$ cat config.mk
export PLATFORM = sky130hd
export DESIGN_NAME = prescaled_countdown_timer
export DESIGN_NICKNAME = d
export VERILOG_FILES = /design/src/rtl/cdt_pkg.sv /design/src/rtl/cdt_prescaler.sv /design/src/rtl/cdt_down_counter.sv /design/src/rtl/cdt_ctrl.sv /design/src/rtl/prescaled_countdown_timer.sv
export SDC_FILE = /design/constraint.sdc
export NUM_CORES = 1
export LEC_CHECK = 0
export ABC_AREA = 1
export BUFFER_PORTS_ARGS = -buffer_cell sky130_fd_sc_hd__buf_4
export CORE_MARGIN = 2
export CORE_UTILIZATION = 33
export CTS_BUF_LIST = sky130_fd_sc_hd__clkbuf_8
export CTS_CLUSTER_DIAMETER = 30
export DETAILED_ROUTE_END_ITERATION = 6
export PLACE_DENSITY_LB_ADDON = 0.12
export REMOVE_ABC_BUFFERS = 1
export SETUP_SLACK_MARGIN = 0.2
export SLEW_MARGIN = 5
export SYNTH_ARGS = -nofsm -noshare
export SYNTH_HDL_FRONTEND = slang
export SYNTH_SLANG_ARGS = --single-unit
$ cat constraint.sdc
create_clock -name clk -period 1.77 [get_ports clk]
set_input_delay 0.177 -clock clk [delete_from_list [all_inputs] [get_ports clk]]
set_output_delay 0.177 -clock clk [all_outputs]
set_load 0.02 [all_outputs]
$ cat src/rtl/cdt_pkg.sv
package cdt_pkg;

    localparam int CDT_CNT_W = 8;
    localparam int CDT_PRE_W = 8;

    typedef enum logic [1:0] {
        ST_IDLE  = 2'd0,
        ST_COUNT = 2'd1,
        ST_DONE  = 2'd2
    } cdt_state_e;

    typedef struct packed {
        logic load;
        logic clr_pre;
        logic dec;
    } cdt_ctrl_s;

endpackage

$ cat src/rtl/cdt_prescaler.sv
module cdt_prescaler #(
    parameter int PRE_W = cdt_pkg::CDT_PRE_W
) (
    input  logic clk,
    input  logic rst,
    input  logic clr_i,
    output logic wrap_o
);
    localparam logic [PRE_W-1:0] PRE_MAX = {PRE_W{1'b1}};

    logic [PRE_W-1:0] pre_q;

    always_ff @(posedge clk) begin
        if (rst || clr_i) pre_q <= '0;
        else              pre_q <= pre_q + 1'b1;
    end

    assign wrap_o = (pre_q == PRE_MAX);

    // the prescaler wraps to zero after its top count
    assert_wrap_to_zero_R4: assert property (@(posedge clk) disable iff (rst)
        (wrap_o && !clr_i) |=> (pre_q == '0));

    // the prescaler advances by one when not cleared
    assert_step_one_R4: assert property (@(posedge clk) disable iff (rst)
        (!clr_i && !wrap_o) |=> (pre_q == $past(pre_q) + 1'b1));
endmodule

$ cat src/rtl/cdt_down_counter.sv
module cdt_down_counter #(
    parameter int CNT_W = cdt_pkg::CDT_CNT_W
) (
    input  logic             clk,
    input  logic             rst,
    input  logic             load_i,
    input  logic [CNT_W-1:0] load_val_i,
    input  logic             dec_i,
    output logic [CNT_W-1:0] count_o,
    output logic             last_o,
    output logic             zero_o
);
    logic [CNT_W-1:0] cnt_q;

    always_ff @(posedge clk) begin
        if (rst)         cnt_q <= '0;
        else if (load_i) cnt_q <= load_val_i;
        else if (dec_i)  cnt_q <= cnt_q - 1'b1;
    end

    assign count_o = cnt_q;
    assign last_o  = (cnt_q == {{(CNT_W-1){1'b0}}, 1'b1});
    assign zero_o  = (cnt_q == '0);

    // the count is held when neither load nor decrement is issued
    assert_hold_R3: assert property (@(posedge clk) disable iff (rst)
        (!load_i && !dec_i) |=> $stable(cnt_q));

    // the control never decrements an empty counter
    assert_no_underflow_R4: assert property (@(posedge clk) disable iff (rst)
        dec_i |-> (cnt_q != '0));
endmodule

$ cat src/rtl/cdt_ctrl.sv
module cdt_ctrl
    import cdt_pkg::*;
(
    input  logic      clk,
    input  logic      rst,
    input  logic      load_i,
    input  logic      start_i,
    input  logic      wrap_i,
    input  logic      last_i,
    input  logic      zero_i,
    output cdt_ctrl_s ctrl_o,
    output logic      timeout_o
);
    cdt_state_e state_q, state_d;
    logic       start_ok;

    assign start_ok = start_i && !load_i && (state_q != ST_COUNT);

    always_comb begin
        ctrl_o.load    = load_i;
        ctrl_o.clr_pre = start_ok;
        ctrl_o.dec     = (state_q == ST_COUNT) && wrap_i && !load_i;
    end

    always_comb begin
        state_d = state_q;
        if (load_i) begin
            state_d = ST_IDLE;
        end else begin
            case (state_q)
                ST_IDLE, ST_DONE: if (start_ok) state_d = zero_i ? ST_DONE : ST_COUNT;
                ST_COUNT:         if (ctrl_o.dec && last_i) state_d = ST_DONE;
                default:          state_d = ST_IDLE;
            endcase
        end
    end

    always_ff @(posedge clk) begin
        if (rst) state_q <= ST_IDLE;
        else     state_q <= state_d;
    end

    assign timeout_o = (state_q == ST_DONE);

    // timeout is sticky until a load
    assert_sticky_R7: assert property (@(posedge clk) disable iff (rst)
        (timeout_o && !load_i) |=> timeout_o);

    // a start while counting does not clear the prescaler
    assert_start_ignored_R8: assert property (@(posedge clk) disable iff (rst)
        (state_q == ST_COUNT) |-> !ctrl_o.clr_pre);

    // a load always leaves the timer idle
    assert_load_idle_R2: assert property (@(posedge clk) disable iff (rst)
        load_i |=> (state_q == ST_IDLE));
endmodule

$ cat src/rtl/prescaled_countdown_timer.sv
module prescaled_countdown_timer
    import cdt_pkg::*;
#(
    parameter int CNT_W = CDT_CNT_W,
    parameter int PRE_W = CDT_PRE_W
) (
    input  logic             clk,
    input  logic             rst,
    input  logic             load_i,
    input  logic [CNT_W-1:0] load_val_i,
    input  logic             start_i,
    output logic [CNT_W-1:0] count_o,
    output logic             timeout_o
);
    cdt_ctrl_s ctrl;
    logic      wrap, last, zero;

    cdt_prescaler #(.PRE_W(PRE_W)) u_pre (
        .clk    (clk),
        .rst    (rst),
        .clr_i  (ctrl.clr_pre),
        .wrap_o (wrap)
    );

    cdt_down_counter #(.CNT_W(CNT_W)) u_cnt (
        .clk        (clk),
        .rst        (rst),
        .load_i     (ctrl.load),
        .load_val_i (load_val_i),
        .dec_i      (ctrl.dec),
        .count_o    (count_o),
        .last_o     (last),
        .zero_o     (zero)
    );

    cdt_ctrl u_ctrl (
        .clk       (clk),
        .rst       (rst),
        .load_i    (load_i),
        .start_i   (start_i),
        .wrap_i    (wrap),
        .last_i    (last),
        .zero_i    (zero),
        .ctrl_o    (ctrl),
        .timeout_o (timeout_o)
    );

    // reset clears count and timeout
    assert_reset_clear_R1: assert property (@(posedge clk)
        rst |=> (count_o == '0 && !timeout_o));

    // timeout implies an empty count
    assert_zero_at_timeout_R5: assert property (@(posedge clk) disable iff (rst)
        timeout_o |-> (count_o == '0));

    // a load is visible on the count output after the edge
    assert_load_visible_R2: assert property (@(posedge clk) disable iff (rst)
        load_i |=> (count_o == $past(load_val_i) && !timeout_o));
endmodule

==> results.sh <==
export IMPL_cts_max_level=1
export IMPL_clock_power_share_pct=35.7
export IMPL_placed_area_mm2=0.001187
export IMPL_yosys_area_share_simple_pct=29.44
export IMPL_netlist_top_cells_area="dfxtp_1, nand2_1, nor2_1, a21oi_1, o21ai_0"
export IMPL_ys_types=23
export IMPL_power_switching_w=0.0002705
export IMPL_tightest_slew_ps=233.2
export IMPL_ctsHoldBuffers=0
export IMPL_postCtsSetupBuffers=0
export IMPL_report_final_slew_viol_count=0
export IMPL_finalHoldViolCount=0
export IMPL_wire_per_inst_um=10.84
export IMPL_powerDensity_mw_per_mm2=778.7
export IMPL_synth_xor_area_share_pct=3.478
export IMPL_place_hpwl_um=1697
export IMPL_drt_pass1_iter_count=4
export IMPL_grt_use_met2_pct=22.76
export IMPL_place_congestion=0.8002
export IMPL_grt_overflow=0
export IMPL_grt_use_met3_pct=3.930
export IMPL_grtUsageMet1_pct=15.45
export IMPL_setup_viol=0
export IMPL_worstSetupEndpointType="register"
export IMPL_synth_top_cell_area_share_pct=35.78
export IMPL_rsz0062_at_grt="false"
export IMPL_grt_pass1_wl_um=3463
export IMPL_crit_family="simple AND/OR/NAND/NOR gates"
export IMPL_syn_inst=144
export IMPL_final_util_pct=41.72
export IMPL_finClkSkew_ps=6.910
export IMPL_layout_min_cycle_time_ps=1396
export IMPL_grt_max_degree=11
export IMPL_ir_drop_mv=0.5491
export IMPL_grt_pass1_vias=844
export IMPL_ys_ff_latch=18
export IMPL_status="finished, final reports clean"
export IMPL_cts_sinks=18
export IMPL_cts_resized=0
export IMPL_drive_above_1_share_pct=22.16
export IMPL_synth_flop_cell="dfxtp_1"
export IMPL_path_max_fanout=7
export IMPL_synth_top_family_by_area="simple AND/OR/NAND/NOR gates"
export IMPL_die_area_mm2=0.003510
export IMPL_initialDrtViolationCount=13
export IMPL_start_util_pct=33.82
export IMPL_ant_nets=0
export IMPL_rr_startpoint="u_pre.pre_q[0]"
export IMPL_hp_start="rst"
export IMPL_gr_max_usage_layer="met2"
export IMPL_clkTransAtPathRegs_ps=80
export IMPL_io_buffers=20
export IMPL_post_route_drc_count=0
export IMPL_cts_made_buffers=3
export IMPL_slowest_stage="dfxtp_1"
export IMPL_fp_coreArea_mm2=0.002978
export IMPL_antenna_found_initial=0
export IMPL_clockBufferDepth=2
export IMPL_vias=970
export IMPL_p_leak_nw=0.5309
export IMPL_worstPathCellList="ha_1 > nand3_2 > nor2_4 > nand2_1 > nand2_2 > o21ai_0 > nor2_1 > nor2_1"
export IMPL_synth_edff_count=0
export IMPL_synth_area_mux_share_pct=0.9938
export IMPL_crit_top_cell="nor2_1"
export IMPL_synth_top_cell_by_area="dfxtp_1"
export IMPL_post_drt_via_cell_ratio=4.850
export IMPL_crit_path_start="u_pre.pre_q[0]"
export IMPL_ys_seq_area_share_pct=35.78
export IMPL_synthAdderAreaFrac_pct=4.969
export IMPL_max_stage_delay_ps=360
export IMPL_hp_class="input pin to register"
export IMPL_cts_root_buf="clkbuf_8"
export IMPL_clk_latency_ps=260
export IMPL_max_freq_mhz=716.5
export IMPL_maxCapViolCount=0
export IMPL_slew_headroom_pct=84.34
export IMPL_critPathBufInv=0
export IMPL_seqPwrFrac_pct=45.6
export IMPL_sw_frac_of_total_pct=27.95
export IMPL_die_height_um=59.25
export IMPL_cts_tree="built"
export IMPL_postSynthAreaPerCell_um2=6.995
export IMPL_path_class="register to register"
export IMPL_synth_compound_area_share_pct=17.14
export IMPL_die_width_um=59.25
export IMPL_synthArstFlopShare_pct=0
export IMPL_area_delta_synth_final_pct=23.35
export IMPL_yosys_top_cells_count="nand2_1, nor2_1, dfxtp_1"
export IMPL_synth_area_mm2=0.001007
export IMPL_startpoint_type="register"
export IMPL_finalHoldWorstSlack_ps=127.5
export IMPL_cp_required_ps=1930
export IMPL_post_synth_top_count_cell="nand2_1"
export IMPL_min_period_over_period_pct=78.85
export IMPL_p_int_w=0.0006970
export IMPL_ys_warnings_count=0
export IMPL_rows=20
export IMPL_tns_ps=0
export IMPL_final_area_mm2=0.001242
export IMPL_cp_arrival_ps=1560
export IMPL_wirelength_um=2167
export IMPL_p_comb_share_pct=18.7
export IMPL_layout_nets=184
export IMPL_finalPower_w=0.0009675
export IMPL_antennaDiodeCount=0
export IMPL_ios=21
export IMPL_grt_use_total_pct=12.99
-- cell usage in the layout, fill, tap and decap left out --
cell type	instances
nor2_2	1
nand2_2	2
nand3_1	6
xor2_1	2
a21oi_1	13
xnor2_1	2
nand2_1	28
nor2_1	23
o21ai_1	2
o21bai_2	1
mux2i_1	1
inv_1	16
nand4_1	2
clkbuf_8	4
o21ai_0	12
ha_1	4
buf_4	20
a21oi_2	3
nor3_1	1
inv_2	3
nand3_2	1
dfxtp_1	18
nand3_4	1
nor2_4	1
-- layout make-up --
| cell class | instances | area, µm² |
|---|---|---|
| Sequential cell | 18 | 360.3 |
| Timing Repair Buffer | 20 | 150.1 |
| Tap cell | 33 | 41.29 |
| Clock buffer | 4 | 55.05 |
| Inverter | 19 | 71.32 |
| Multi-Input combinational cell | 106 | 564.3 |
| Fill cell | 316 | 1735 |
-- state kept, by name, summed over array words and instances (netlist names) --
| register | cells |
|---|---|
| u_cnt.count_o | 8 |
| u_pre.pre_q | 8 |
| u_ctrl.state_q | 2 |
-- power by group through the flow --
stage	Sequential, W	Clock [W]	Combinational (W)
finish	0.000441	0.000346	0.000181
global route	0.000444	0.000366	0.000205
CTS	0.000441	0.000356	0.000183
detailed placement	0.000451	0	0.000182
global placement	0.000450	0	0.000181
floorplan	0.000462	0	0.000102
-- per-layer routing --
layer	wire length (µm)	vias to the layer above
li1	-	509
met1	1039	440
met2	1028	19
met3	91	2
met4	8	0
met5	0	-
-- cell families after synthesis --
kind of cell,count (synthesis)
AOI/OAI and AO/OA,31
xor gates and xnor gates,4
adders and majority gates,4
buffers and inverters,20
DFF,18
muxes,1
and+or+nand+nor,66
-- per-stage QoR --
stage	instances	setup WS, ps
2_1_floorplan	143	452.3
3_3_place_gp	196	417.9
3_5_place_dp	196	379.1
4_1_cts	200	368.4
5_1_grt	200	202.9
6_report	200	374.3
-- path summary, 6_finish.rpt --
check	to	slack, ps	depth (start not counted)
max	u_cnt.count_o[6]	370	8
min	u_cnt.count_o[7]	130	2
max reg2reg	u_cnt.count_o[6]	370	8
min reg2reg	u_pre.pre_q[0]	460	1
-- worst register-to-register path: cells and delay by family, from the launching register on --
family                   cells  cell delay, ps
AO/OA/AOI/OAI                1              90
adder cells (fa/ha/maj)      1             210
flip-flops                   1             360
AND/OR/NAND/NOR              6             650
(Power assumes the default switching activity.)
